--- src/rtl/nor_rd_pkg.sv ---
package nor_rd_pkg;

  typedef enum logic [1:0] {
    ST_IDLE  = 2'd0,
    ST_LEAD  = 2'd1,
    ST_ACT   = 2'd2,
    ST_RECOV = 2'd3
  } nrs_state_e;

  // timing field slots
  localparam int NUM_TF  = 6;
  localparam int TF_ACC  = 0;
  localparam int TF_PAGE = 1;
  localparam int TF_CS   = 2;
  localparam int TF_ADV  = 3;
  localparam int TF_OE   = 4;
  localparam int TF_LEAD = 5;

  // fields where zero counts as one: access, page, address-valid
  localparam logic [NUM_TF-1:0] CLAMP_MASK = 6'b001011;

endpackage

--- src/rtl/nrs_scale.sv ---
module nrs_scale #(
  parameter int  IN_W  = 5,
  parameter bit  CLAMP = 1'b0
) (
  input  logic [IN_W-1:0] val,
  input  logic            gran,
  output logic [IN_W:0]   scaled
);
  logic [IN_W-1:0] base;

  always_comb begin
    if (CLAMP && (val == '0)) base = {{(IN_W-1){1'b0}}, 1'b1};
    else                      base = val;
    if (gran) scaled = {base, 1'b0};
    else      scaled = {1'b0, base};
  end
endmodule

--- src/rtl/nrs_addr.sv ---
module nrs_addr #(
  parameter int ADDR_W = 20,
  parameter int LEN_W  = 2,
  parameter int BE_W   = 2
) (
  input  logic              clk,
  input  logic              rst_n,
  input  logic              load,
  input  logic              step,
  input  logic [ADDR_W-1:0] base,
  input  logic [BE_W-1:0]   be_in,
  output logic [ADDR_W-1:0] addr,
  output logic [BE_W-1:0]   be
);
  logic [ADDR_W-1:0] addr_q, addr_d;
  logic [BE_W-1:0]   be_q, be_d;
  logic [LEN_W-1:0]  word_inc;

  always_comb begin
    word_inc = addr_q[LEN_W-1:0] + 1'b1;
    addr_d   = addr_q;
    be_d     = be_q;
    if (load) begin
      addr_d = base;
      be_d   = be_in;
    end else if (step) begin
      addr_d = {addr_q[ADDR_W-1:LEN_W], word_inc};
    end
  end

  always_ff @(posedge clk or negedge rst_n) begin
    if (!rst_n) begin
      addr_q <= '0;
      be_q   <= '0;
    end else begin
      addr_q <= addr_d;
      be_q   <= be_d;
    end
  end

  assign addr = addr_q;
  assign be   = be_q;
endmodule

--- src/rtl/nrs_capture.sv ---
module nrs_capture #(
  parameter int DATA_W = 16
) (
  input  logic              clk,
  input  logic              rst_n,
  input  logic              fire,
  input  logic [DATA_W-1:0] din,
  output logic [DATA_W-1:0] dout,
  output logic              dvalid
);
  logic [DATA_W-1:0] data_q, data_d;
  logic              vld_q;

  always_comb begin
    data_d = data_q;
    if (fire) data_d = din;
  end

  always_ff @(posedge clk or negedge rst_n) begin
    if (!rst_n) begin
      data_q <= '0;
      vld_q  <= 1'b0;
    end else begin
      data_q <= data_d;
      vld_q  <= fire;
    end
  end

  assign dout   = data_q;
  assign dvalid = vld_q;
endmodule

--- src/rtl/nrs_ctrl.sv ---
module nrs_ctrl
  import nor_rd_pkg::*;
#(
  parameter int SC_W  = 6,
  parameter int LEN_W = 2
) (
  input  logic             clk,
  input  logic             rst_n,
  input  logic             req_valid,
  input  logic [LEN_W-1:0] req_len,
  input  logic [SC_W-1:0]  h_eff,
  input  logic [SC_W-1:0]  p_eff,
  input  logic [SC_W-1:0]  a_eff,
  input  logic [SC_W-1:0]  b_eff,
  input  logic [SC_W-1:0]  c_eff,
  input  logic [SC_W-1:0]  j_eff,
  output logic             ready,
  output logic             load,
  output logic             fire,
  output logic             step,
  output logic             bus_act,
  output logic             cs_n,
  output logic             adv_n,
  output logic             oe_n,
  output logic             done
);
  localparam int               T_W   = SC_W + LEN_W + 1;
  localparam logic [T_W-1:0]   T_MAX = '1;

  nrs_state_e       st_q, st_d;
  logic [T_W-1:0]   t_q, t_d;
  logic [SC_W-1:0]  smp_q, smp_d;
  logic [SC_W-1:0]  lead_q, lead_d;
  logic [LEN_W-1:0] rem_q, rem_d;
  logic             fin_q, fin_d;
  logic             pg_q, pg_d;

  logic [T_W:0]     t_plus;
  logic [T_W:0]     a_ext;
  logic [T_W-1:0]   b_ext, c_ext;

  always_comb begin
    t_plus = {1'b0, t_q} + 1'b1;
    a_ext  = {{(T_W + 1 - SC_W){1'b0}}, a_eff};
    b_ext  = {{(T_W - SC_W){1'b0}}, b_eff};
    c_ext  = {{(T_W - SC_W){1'b0}}, c_eff};
  end

  // next-state
  always_comb begin
    st_d   = st_q;
    t_d    = t_q;
    smp_d  = smp_q;
    lead_d = lead_q;
    rem_d  = rem_q;
    fin_d  = fin_q;
    pg_d   = pg_q;
    load   = 1'b0;
    fire   = 1'b0;
    step   = 1'b0;
    case (st_q)
      ST_IDLE: begin
        if (req_valid) begin
          load  = 1'b1;
          pg_d  = (req_len != '0);
          rem_d = req_len;
          t_d   = '0;
          smp_d = h_eff - 1'b1;
          fin_d = 1'b0;
          if (j_eff == '0) begin
            st_d = ST_ACT;
          end else begin
            lead_d = j_eff - 1'b1;
            st_d   = ST_LEAD;
          end
        end
      end
      ST_LEAD: begin
        if (lead_q == '0) st_d = ST_ACT;
        else              lead_d = lead_q - 1'b1;
      end
      ST_ACT: begin
        if (t_q != T_MAX) t_d = t_q + 1'b1;
        if (!fin_q) begin
          if (smp_q == '0) begin
            fire = 1'b1;
            if (rem_q == '0) begin
              fin_d = 1'b1;
            end else begin
              step  = 1'b1;
              rem_d = rem_q - 1'b1;
              smp_d = p_eff - 1'b1;
            end
          end else begin
            smp_d = smp_q - 1'b1;
          end
        end
        if (fin_q && (t_plus >= a_ext)) st_d = ST_RECOV;
      end
      ST_RECOV: st_d = ST_IDLE;
      default:  st_d = ST_IDLE;
    endcase
  end

  // registers
  always_ff @(posedge clk or negedge rst_n) begin
    if (!rst_n) begin
      st_q   <= ST_IDLE;
      t_q    <= '0;
      smp_q  <= '0;
      lead_q <= '0;
      rem_q  <= '0;
      fin_q  <= 1'b0;
      pg_q   <= 1'b0;
    end else begin
      st_q   <= st_d;
      t_q    <= t_d;
      smp_q  <= smp_d;
      lead_q <= lead_d;
      rem_q  <= rem_d;
      fin_q  <= fin_d;
      pg_q   <= pg_d;
    end
  end

  // strobe decode from registered state
  always_comb begin
    ready   = (st_q == ST_IDLE);
    done    = (st_q == ST_RECOV);
    bus_act = (st_q == ST_LEAD) || (st_q == ST_ACT);
    cs_n    = (st_q != ST_ACT);
    adv_n   = !((st_q == ST_ACT) && (t_q < b_ext));
    oe_n    = !((st_q == ST_ACT) && (pg_q || !fin_q || (t_q < c_ext)));
  end
endmodule

--- src/rtl/nor_rd_seq.sv ---
module nor_rd_seq
  import nor_rd_pkg::*;
#(
  parameter int ADDR_W = 20,
  parameter int DATA_W = 16,
  parameter int BE_W   = 2,
  parameter int TIM_W  = 5,
  parameter int LEN_W  = 2
) (
  input  logic              clk,
  input  logic              rst_n,
  input  logic [TIM_W-1:0]  cfg_acc_time,
  input  logic [TIM_W-1:0]  cfg_page_time,
  input  logic              cfg_gran,
  input  logic [TIM_W-1:0]  cfg_cs_len,
  input  logic [TIM_W-1:0]  cfg_adv_len,
  input  logic [TIM_W-1:0]  cfg_oe_len,
  input  logic [TIM_W-1:0]  cfg_addr_lead,
  input  logic              req_valid,
  output logic              req_ready,
  input  logic [ADDR_W-1:0] req_addr,
  input  logic [LEN_W-1:0]  req_len,
  input  logic [BE_W-1:0]   req_be,
  output logic [ADDR_W-1:0] flash_addr,
  output logic [BE_W-1:0]   flash_be_n,
  output logic              flash_cs_n,
  output logic              flash_adv_n,
  output logic              flash_oe_n,
  input  logic [DATA_W-1:0] flash_dq,
  output logic [DATA_W-1:0] rd_data,
  output logic              rd_valid,
  output logic              rd_done
);
  localparam int SC_W = TIM_W + 1;

  logic [TIM_W-1:0] tf_raw [NUM_TF];
  logic [SC_W-1:0]  tf_eff [NUM_TF];

  always_comb begin
    tf_raw[TF_ACC]  = cfg_acc_time;
    tf_raw[TF_PAGE] = cfg_page_time;
    tf_raw[TF_CS]   = cfg_cs_len;
    tf_raw[TF_ADV]  = cfg_adv_len;
    tf_raw[TF_OE]   = cfg_oe_len;
    tf_raw[TF_LEAD] = cfg_addr_lead;
  end

  for (genvar gi = 0; gi < NUM_TF; gi++) begin : g_scale
    nrs_scale #(
      .IN_W  (TIM_W),
      .CLAMP (CLAMP_MASK[gi])
    ) u_scale (
      .val    (tf_raw[gi]),
      .gran   (cfg_gran),
      .scaled (tf_eff[gi])
    );
  end

  logic             load, fire, step, bus_act;
  logic [BE_W-1:0]  be_q;

  nrs_ctrl #(
    .SC_W  (SC_W),
    .LEN_W (LEN_W)
  ) u_ctrl (
    .clk       (clk),
    .rst_n     (rst_n),
    .req_valid (req_valid),
    .req_len   (req_len),
    .h_eff     (tf_eff[TF_ACC]),
    .p_eff     (tf_eff[TF_PAGE]),
    .a_eff     (tf_eff[TF_CS]),
    .b_eff     (tf_eff[TF_ADV]),
    .c_eff     (tf_eff[TF_OE]),
    .j_eff     (tf_eff[TF_LEAD]),
    .ready     (req_ready),
    .load      (load),
    .fire      (fire),
    .step      (step),
    .bus_act   (bus_act),
    .cs_n      (flash_cs_n),
    .adv_n     (flash_adv_n),
    .oe_n      (flash_oe_n),
    .done      (rd_done)
  );

  nrs_addr #(
    .ADDR_W (ADDR_W),
    .LEN_W  (LEN_W),
    .BE_W   (BE_W)
  ) u_addr (
    .clk   (clk),
    .rst_n (rst_n),
    .load  (load),
    .step  (step),
    .base  (req_addr),
    .be_in (req_be),
    .addr  (flash_addr),
    .be    (be_q)
  );

  assign flash_be_n = bus_act ? ~be_q : {BE_W{1'b1}};

  nrs_capture #(
    .DATA_W (DATA_W)
  ) u_cap (
    .clk    (clk),
    .rst_n  (rst_n),
    .fire   (fire),
    .din    (flash_dq),
    .dout   (rd_data),
    .dvalid (rd_valid)
  );
endmodule

--- config.mk ---
export PLATFORM = sky130hd
export DESIGN_NAME = nor_rd_seq
export DESIGN_NICKNAME = d
export VERILOG_FILES = /design/src/rtl/nor_rd_pkg.sv /design/src/rtl/nrs_scale.sv /design/src/rtl/nrs_addr.sv /design/src/rtl/nrs_capture.sv /design/src/rtl/nrs_ctrl.sv /design/src/rtl/nor_rd_seq.sv
export SDC_FILE = /design/constraint.sdc
export NUM_CORES = 1
export LEC_CHECK = 0
export ABC_AREA = 0
export BUFFER_PORTS_ARGS = -buffer_cell sky130_fd_sc_hd__buf_2
export CAP_MARGIN = 40
export CORE_ASPECT_RATIO = 0.8
export CORE_MARGIN = 2
export CORE_UTILIZATION = 53
export CTS_CLUSTER_SIZE = 20
export DETAILED_ROUTE_END_ITERATION = 10
export HOLD_SLACK_MARGIN = 0.06
export PLACE_DENSITY = 0.77
export SLEW_MARGIN = 15
export SYNTH_ARGS = -nofsm -noshare
export SYNTH_HDL_FRONTEND = slang
export SYNTH_HIERARCHICAL = 1
export SYNTH_SLANG_ARGS = --single-unit
--- constraint.sdc ---
create_clock -name clk -period 3.7 [get_ports clk]
set_input_delay 0.74 -clock clk [delete_from_list [all_inputs] [get_ports clk]]
set_output_delay 0.74 -clock clk [all_outputs]
set_load 0.01 [all_outputs]
==> results of run 1 <==
[final cells by class]
cell class | count | area [um2]
fill | 659 | 2748
clock buffer | 9 | 123.9
tap | 108 | 135.1
multi-input combinational | 306 | 2481
sequential | 66 | 1652
clock inverter | 7 | 77.57
inverter | 31 | 116.4
timing repair buffer | 125 | 649.4
[layout by cell type, fill, tap and decap left out, types with 3 or more instances in the layout]
cell | netlist | routed
mux2_4 | 28 | 28
ha_1 | 25 | 25
xnor2_1 | 8 | 8
mux2_2 | 27 | 27
inv_1 | 30 | 30
nand2b_1 | 4 | 4
dfrtp_1 | 66 | 66
and2b_2 | 3 | 3
and2_2 | 3 | 3
nor2_1 | 21 | 21
nor2b_1 | 4 | 4
o21ai_0 | 19 | 19
a31oi_1 | 7 | 7
nand3_1 | 8 | 8
mux2i_1 | 6 | 6
nor4_1 | 4 | 4
nor3_1 | 11 | 11
and3_1 | 5 | 5
and2_1 | 6 | 6
a21oi_1 | 21 | 21
buf_2 | 4 | 117
or4_4 | 3 | 3
xor2_1 | 4 | 4
mux2_1 | 6 | 6
clkbuf_8 | 1 | 9
a21o_1 | 5 | 5
nand2_1 | 36 | 36
buf_4 | 1 | 7
[logic make-up (layout without fill, tap and decap cells)]
| group | after synthesis | count (layout) | synth area share [%] |
|---|---|---|---|
| simple gates | 121 | 121 | 15.01 |
| mux | 67 | 67 | 19.40 |
| flops | 66 | 66 | 37.60 |
| buf+inv | 50 | 172 | 5.924 |
| xor+xnor | 12 | 12 | 2.392 |
| fa+ha+maj | 25 | 25 | 7.120 |
| compound gates | 81 | 81 | 12.56 |
[per-stage QoR]
stage | worst slack [ns] | utilization, % | hold slack (ns) | instance area, um2
floorplan | 0.4875 | - | 0.4444 | 4393
global placement | 0.2426 | 62.92 | 0.4840 | 5022
detailed placement | 0.2219 | 62.92 | 0.4866 | 5022
CTS | 0.2222 | 65.44 | 0.4393 | 5224
global route | 0.08962 | 65.58 | 0.4631 | 5235
finish | 0.2340 | 65.58 | 0.4283 | 5235
[state kept, by name, indices dropped and copies added, names as in the netlist]
| name | flops |
|---|---|
| u_addr/addr | 20 |
| u_ctrl/smp_q | 6 |
| u_ctrl/fin_q | 1 |
| u_ctrl/t_q | 9 |
| u_ctrl/lead_q | 6 |
| u_addr/be | 2 |
| u_cap/dvalid | 1 |
| u_cap/dout | 16 |
| u_ctrl/rem_q | 2 |
| u_ctrl/st_q | 2 |
| u_ctrl/pg_q | 1 |
[critical path, cell delays in order]
cell       delay [ns]
buf_2            0.11
or4_4            0.52
a31oi_1          0.17
inv_1            0.06
ha_1             0.28
a21o_1           0.15
a21o_1           0.17
a211oi_1         0.23
o2111ai_1        0.14
buf_2            0.15
[where the power goes]
group | total [mW] | leakage [nW] | switching, mW | internal [mW]
clock | 0.613 | 0.100 | 0.296 | 0.317
sequential | 1.27 | 0.825 | 0.246 | 1.02
combinational | 1.84 | 1.70 | 0.932 | 0.909
total | 3.72 | 2.62 | 1.47 | 2.25
[how the worst max path moves through the flow]
stage	from	end	cells past startpoint
global placement	cfg_adv_len[3]	flash_adv_n	10
floorplan	cfg_adv_len[3]	flash_adv_n	8
detailed placement	cfg_adv_len[3]	flash_adv_n	10
global route	cfg_adv_len[3]	flash_adv_n	10
finish	cfg_adv_len[3]	flash_adv_n	10
CTS	cfg_adv_len[3]	flash_adv_n	10
[layer usage]
metal  routed length [um]  vias up  share of wire (%)  GRT usage, %
li1                     -     1735                  -             -
met1                 4421     1706                 45         29.43
met2                 4787       86                 49         39.18
met3                  494        6                5.1         5.146
met4                   37        0               0.38         3.947
met5                    0        -                  0             0
==> reports/metrics.yaml, run 1 <==
clockRootBuffer: "clkbuf_8"
antenna_cells: 0
hold_viol: 0
overflow: 0
power_leakage_nw: 2.623
via_count: 3533
hold_class: "input pin to asynchronous set/reset pin"
firstDrtPassIters: 4
yosysMostFrequentCell: "dfrtp_1"
cts_setup_buffers: 0
drive_gt1_share_pct: 39.89
r2r_cells: 9
synth_nets: 521
cts_tree: "yes"
timing.final.crit_share_pct: 93.67
synth_top_area_cell: "dfrtp_1"
rsz0062_at_grt: "no"
start_kind: "input pin"
fin_tns_setup_ns: 0
synth_top_cell_area_share_pct: 37.60
start_util_pct: 55.03
dp_hpwl_mm: 7.608
post_drt_via_cell_ratio: 5.419
gp_congestion: 0.8569
clock_sinks: 66
max-clock-path-buffers: 2
cp_max_fo: 3
r2r_slack_ns: 1.12
grt_max_degree: 31
ant_nets: 0
ir_drop_uv: 613.7
core-area_mm2: 0.007983
period_minus_slack_ns: 3.466
synth_seq_cells: 66
drv_cap: 0
end_kind: "output port"
grt_antenna_before_repair: 0
clock_skew_ns: 0.01338
rows: 29
drt_iter0_drc: 131
setup_viol: 0
syn_area_mm2: 0.004393
clk_pin_slew_ns: 0.08
io_pins: 118
hold_buffers: 0
stdcell_count: 652
powerDensity_mw_per_mm2: 711.3
wirelength_mm: 9.741
h-tree-depth: 3
relSlewSlack_pct: 53.70
syn_inst: 422
yosys-top-cells-count: "dfrtp_1 (66), nand2_1 (36), inv_1 (30)"
max_freq_ghz: 0.2885
run_status: "complete, no violations"
yosys.cell_types.count: 66
grt_pass1_vias: 3614
clk_latency_ns: 0.34
synth_edf_count: 0
grt_pass1_wl_mm: 16.55
synth_top_flop_cell: "dfrtp_1"
grt_util_all_layers_pct: 22.56
yosys_warnings: 6
die_area_mm2: 0.009037
area_delta_synth_final_pct: 19.17
dp.cells: 635
drc_errors: 0
critPathRequiredTime_ns: 2.96
cts_resized: 0
dieHeight_um: 85.43
cts_made_buffers: 9
critPathArrivalTime_ns: 2.73
synth_area_leaders: "dfrtp_1 (38%), mux2_4 (9.6%), ha_1 (7.1%), mux2_2 (6.9%), nand2_1 (3.1%)"
wire_per_inst_um: 14.94
fin_nets: 638
worst_pin_slew_ns: 0.6898
r2r_end: "u_ctrl/st_q[1]"
io_buffers: 117
reg2reg_from: "u_ctrl/t_q[0]"
critPathKind: "input pin to output port"
dieWidth_um: 105.8
seq_area_frac_synth_pct: 37.60
power.total_mw: 3.724
syn_area_per_cell_um2: 10.41
synthArstFlopShare_pct: 100.0
slew_violations: 0
No activity file was read; power rests on OpenSTA's default activity.
==> inputs of run 2 (changes only) <==
--- a/config.mk
+++ b/config.mk
@@ -15,6 +15,7 @@
 export DETAILED_ROUTE_END_ITERATION = 10
 export HOLD_SLACK_MARGIN = 0.06
 export PLACE_DENSITY = 0.77
+export RECOVER_POWER = 25
 export SLEW_MARGIN = 15
 export SYNTH_ARGS = -nofsm -noshare
 export SYNTH_HDL_FRONTEND = slang
==> run 2 against run 1 <==
The run now ends with max-capacitance violations, max-slew violations left. Non-clock buffer count stayed put. Sequential cell count stayed put. Cell count stayed put. Sequential share of layout area hardly changed. Via count hardly changed. Critical endpoint unchanged. Highest routed layer unchanged.
==> reports/metrics.yaml, run 2 (synthesized netlist as in run 1, its figures left out) <==
run_status: "finished, violations left"
violations: "max-capacitance violations, max-slew violations"
cts_resized: 0  # unchanged
antenna_cells: 0  # unchanged
hold_viol: 0  # unchanged
worst_pin_slew_ns: 1.619  # +0.9287 ns
area_delta_synth_final_pct: 19.05  # about the same
r2r_cells: 9  # unchanged
critPathKind: "input pin to output port"
h-tree-depth: 3  # unchanged
dieHeight_um: 85.43  # unchanged
rsz0062_at_grt: "no"
power.total_mw: 3.725  # about the same
wire_per_inst_um: 14.94  # unchanged
clockRootBuffer: "clkbuf_8"
start_kind: "input pin"
post_drt_via_cell_ratio: 5.423  # about the same
cts_made_buffers: 9  # unchanged
min_to: "u_cap/dout[1]"
period_minus_slack_ns: 3.466  # +0.0001440 ns
cts_tree: "yes"
setup_viol: 0  # unchanged
ir_drop_uv: 614.1  # about the same
clock_skew_ns: 0.01316  # -0.0002173 ns
multi_input_area_mm2: 0.002481  # unchanged
min-delay-start: "u_cap/dout[1]"
grt_antenna_before_repair: 0  # unchanged
hold_class: "flip-flop to flip-flop"
rows: 29  # unchanged
stdcell_count: 652  # unchanged
fillers: 661  # +0.30%
place_ws_ns: 0.2219  # unchanged
fin_util_pct: 65.52  # about the same
io_pins: 118  # unchanged
grt_util_all_layers_pct: 22.56  # unchanged
end_kind: "output port"
reg2reg_from: "u_ctrl/t_q[0]"
drive_gt1_share_pct: 39.52  # -0.37 points
fin_nets: 638  # unchanged
max_freq_ghz: 0.2885  # about the same
slew_violations: 31  # +31
whs_path_depth: 1
dp.cells: 635  # unchanged
timing.final.crit_share_pct: 93.68  # about the same
overflow: 0  # unchanged
placed_area_mm2: 0.005022  # unchanged
ant_nets: 0  # unchanged
critPathArrivalTime_ns: 2.73  # about the same
power_leakage_nw: 2.617  # -0.24%
drt_iter0_drc: 128  # -2.3%
fin_tns_setup_ns: 0  # unchanged
wirelength_mm: 9.741  # unchanged
layout_commonest_cell: "buf_2"
via_count: 3536  # +0.085%
grt_pass1_vias: 3614  # unchanged
powerDensity_mw_per_mm2: 712.1  # +0.12%
stdcell_area_mm2: 0.005230  # about the same
relSlewSlack_pct: -7.904  # -62 points
cts_setup_buffers: 0  # unchanged
drv_cap: 1  # +1
max-clock-path-buffers: 2  # unchanged
r2r_slack_ns: 1.13  # about the same
gp_congestion: 0.8569  # unchanged
largest_reg_flops: 20  # unchanged
final_cell_mix: "buf_2 (116), dfrtp_1 (66), nand2_1 (36), inv_1 (30), mux2_4 (28)"
core-area_mm2: 0.007983  # unchanged
holdWs_ns: 0.5056  # +0.07725 ns
setup_ws_ns: 0.2339  # -0.0001440 ns
clk_pin_slew_ns: 0.07  # about the same
dieWidth_um: 105.8  # unchanged
firstDrtPassIters: 4  # unchanged
clk_latency_ns: 0.34  # about the same
die_area_mm2: 0.009037  # unchanged
io_buffers: 117  # unchanged
critPathRequiredTime_ns: 2.96  # about the same
grt_max_degree: 31  # unchanged
clock_sinks: 66  # unchanged
r2r_end: "u_ctrl/st_q[1]"
cp_max_fo: 3  # unchanged
start_util_pct: 55.03  # unchanged
register_area_mm2: 0.001652  # unchanged
drc_errors: 0  # unchanged
dp_hpwl_mm: 7.608  # unchanged
hold_buffers: 0  # unchanged
grt_pass1_wl_mm: 16.55  # unchanged
-- run 2: cell types whose count changed in the layout (fill, tap and decap cells not counted) --
cell	delta
buf_2	-1
buf_4	-1
clkbuf_1	+2
-- run 2: area by class of cell --
cell class | count | share of cell area, %
clock buffer | 9 | 2.368
clock inverter | 7 | 1.483
inverter | 31 | 2.225
multi-input combinational | 306 | 47.44
sequential | 66 | 31.58
tap | 108 | 2.584
timing repair buffer | 125 | 12.32
-- run 2: how the worst max path moves through the flow --
stage             endpoint  slack (ns)           start
2_1_floorplan  flash_adv_n        0.49  cfg_adv_len[3]
3_3_place_gp   flash_adv_n        0.24  cfg_adv_len[3]
3_5_place_dp   flash_adv_n        0.22  cfg_adv_len[3]
4_1_cts        flash_adv_n        0.22  cfg_adv_len[3]
5_1_grt        flash_adv_n        0.09  cfg_adv_len[3]
6_report       flash_adv_n        0.23  cfg_adv_len[3]
-- run 2: worst max-delay path: stages --
cell and delay, ns:
buf_2 0.11, or4_4 0.52, a31oi_1 0.17, inv_1 0.06, ha_1 0.28, a21o_1 0.15, a21o_1 0.17, a211oi_1 0.23
o2111ai_1 0.14, buf_2 0.15
-- run 2: per-layer routing --
metal | share of wire (%) | global-route usage (%)
met2 | 50 | 39.18
met5 | 0 | 0
met1 | 45 | 29.43
met4 | 0.38 | 3.947
met3 | 4.9 | 5.146
-- run 2: where the power goes --
group / total, mW / internal (mW) / switching [mW]
Sequential: 1.27 / 1.02 / 0.245
Clock: 0.613 / 0.317 / 0.296
Combinational: 1.84 / 0.908 / 0.934
==> inputs of run 3 (changes only) <==
--- a/config.mk
+++ b/config.mk
@@ -8,13 +8,15 @@
 export ABC_AREA = 0
 export BUFFER_PORTS_ARGS = -buffer_cell sky130_fd_sc_hd__buf_2
 export CAP_MARGIN = 40
+export CELL_PAD_IN_SITES_DETAIL_PLACEMENT = 1
+export CELL_PAD_IN_SITES_GLOBAL_PLACEMENT = 2
 export CORE_ASPECT_RATIO = 0.8
 export CORE_MARGIN = 2
-export CORE_UTILIZATION = 53
+export CORE_UTILIZATION = 33
 export CTS_CLUSTER_SIZE = 20
 export DETAILED_ROUTE_END_ITERATION = 10
 export HOLD_SLACK_MARGIN = 0.06
-export PLACE_DENSITY = 0.77
+export PLACE_DENSITY = 0.78
 export RECOVER_POWER = 25
 export SLEW_MARGIN = 15
 export SYNTH_ARGS = -nofsm -noshare
==> run 3 against run 2 <==
The flow still finishes with violations (max-capacitance violations, max-slew violations). Power increased by 8.4%. Count of clock-buffer cells in the layout grew 4. Cell area up 3.4%. Non-clock buffer count fell by 1. Combinational power is 3% higher. Die area grew 58%. Sequential power about the same. Routed wire length grew 19%. Critical path type unchanged.
==> reports/metrics.yaml, run 3 (synthesized netlist as in run 1, its figures left out) <==
grt_antenna_before_repair: 0  # unchanged
dp_hpwl_mm: 8.863  # +16%
overflow: 0  # unchanged
rsz0062_at_grt: "no"
final_cell_mix: "buf_2 (116), dfrtp_1 (66), nand2_1 (36), inv_1 (30), mux2_4 (28)"
relSlewSlack_pct: -17.58  # -9.7 points
reg2reg_from: "u_ctrl/st_q[0]"
register_area_mm2: 0.001652  # unchanged
rows: 37  # +28%
period_minus_slack_ns: 3.514  # +0.04808 ns
worst_pin_slew_ns: 1.764  # +0.1452 ns
antenna_cells: 0  # unchanged
clk_latency_ns: 0.32  # -0.02 ns
clock_sinks: 66  # unchanged
clk_pin_slew_ns: 0.05  # -0.02 ns
drt_iter0_drc: 170  # +33%
end_kind: "output port"
cts_made_buffers: 9  # unchanged
clockRootBuffer: "clkbuf_16"
wl_met2_mm: 5.569  # +15%
start_kind: "input pin"
io_pins: 118  # unchanged
cts_setup_buffers: 0  # unchanged
cts_tree: "yes"
critPathRequiredTime_ns: 2.96  # about the same
multi_input_area_mm2: 0.002484  # +0.10%
post_drt_via_cell_ratio: 4.962  # -8.5%
place_ws_ns: 0.1786  # -0.04332 ns
wirelength_mm: 11.63  # +19%
max-clock-path-buffers: 2  # unchanged
hold_viol: 0  # unchanged
core-area_mm2: 0.01292  # +62%
grt_max_degree: 35  # +13%
powerDensity_mw_per_mm2: 746.0  # +4.8%
r2r_end: "u_ctrl/smp_q[4]"
setup_viol: 0  # unchanged
cp_max_fo: 3  # unchanged
critPathArrivalTime_ns: 2.77  # +0.04 ns
run_status: "finished, violations left"
drive_gt1_share_pct: 39.48  # about the same
power_leakage_nw: 2.665  # +1.8%
io_buffers: 117  # unchanged
cts_resized: 0  # unchanged
dieHeight_um: 107.2  # +25%
top_layer_used: "met4"
max_freq_ghz: 0.2846  # -1.4%
start_util_pct: 34.01  # -21 points
hold_buffers: 0  # unchanged
critPathKind: "input pin to output port"
wire_per_inst_um: 16.22  # +8.6%
slew_violations: 34  # +9.7%
stdcell_area_mm2: 0.005410  # +3.4%
area_delta_synth_final_pct: 23.16
grt_pass1_wl_mm: 19.04  # +15%
largest_reg_flops: 20  # unchanged
clock_skew_ns: 0.005168  # -0.007994 ns
grt_pass1_vias: 3782  # +4.6%
dieWidth_um: 133.0  # +26%
setup_ws_ns: 0.1858  # -0.04808 ns
crit_end: "flash_adv_n"
fin_tns_setup_ns: 0  # unchanged
wl_met1_mm: 5.547  # +27%
fin_nets: 637  # -0.16%
gp_congestion: 0.8097  # -5.5%
h-tree-depth: 3  # unchanged
stdcell_count: 717  # +10%
die_area_mm2: 0.01426  # +58%
timing.final.crit_share_pct: 94.98  # +1.3 points
placed_area_mm2: 0.005121  # +2.0%
violations: "max-capacitance violations, max-slew violations"
hold_class: "flip-flop to flip-flop"
crit_start: "cfg_adv_len[3]"
layout_commonest_cell: "buf_2"
fillers: 1482  # +120%
dp.cells: 702  # +11%
drc_errors: 0  # unchanged
r2r_cells: 9  # unchanged
drv_cap: 1  # unchanged
firstDrtPassIters: 4  # unchanged
ir_drop_uv: 328.3  # -47%
r2r_slack_ns: 0.92  # -0.21 ns
ant_nets: 0  # unchanged
via_count: 3558  # +0.62%
wl_met3_um: 409  # -15%
grt_util_all_layers_pct: 16.61  # -6.0 points
holdWs_ns: 0.5019  # -0.003623 ns
==> run 3: layer usage <==
metal / vias to the layer above / GRT usage [%]
met5: - / 0
met4: 0 / 3.917
met3: 8 / 3.546
met2: 59 / 28.02
met1: 1760 / 21.85
li1: 1731 / -
==> run 3: worst min path at each step <==
stage                               start               to  slack (ns)  cells past startpoint
after floorplan                     rst_n   u_addr/addr[0]        0.44                      0
after global placement        u_ctrl/pg_q      u_ctrl/pg_q        0.48                      2
after detailed placement  u_addr/addr[19]  u_addr/addr[19]        0.49                      1
after CTS                  u_cap/dout[13]   u_cap/dout[13]        0.50                      1
after global routing      u_addr/addr[10]  u_addr/addr[10]        0.51                      1
final                     u_addr/addr[10]  u_addr/addr[10]        0.50                      1
==> run 3: layout make-up <==
class,count,share of cell area [%]
inverter,31,2.151
clock buffer,13,4.995
clock inverter,2,0.6475
timing repair buffer,124,11.73
multi-input combinational,306,45.91
sequential,66,30.53
tap,175,4.047
==> run 3: stage by stage <==
stage                     total power, mW  utilization (%)
after CTS                           4.088            42.01
final                               4.036            41.89
after global placement              3.107            39.65
after global routing                4.352            41.89
after floorplan                     2.591                -
after detailed placement            3.174            39.65
==> run 3: where the power goes <==
| group | leakage [nW] | switching, mW | internal, mW | total, mW |
|---|---|---|---|---|
| Clock | 0.152 | 0.304 | 0.572 | 0.876 |
| Sequential | 0.825 | 0.241 | 1.03 | 1.27 |
| Combinational | 1.69 | 0.986 | 0.907 | 1.89 |
==> run 3: worst max-delay path, cell delays in order <==
cell       delay, ns
buf_2           0.11
or4_4           0.53
a31oi_1         0.18
inv_1           0.06
ha_1            0.28
a21o_1          0.16
a21o_1          0.17
a211oi_1        0.23
o2111ai_1       0.15
buf_2           0.16
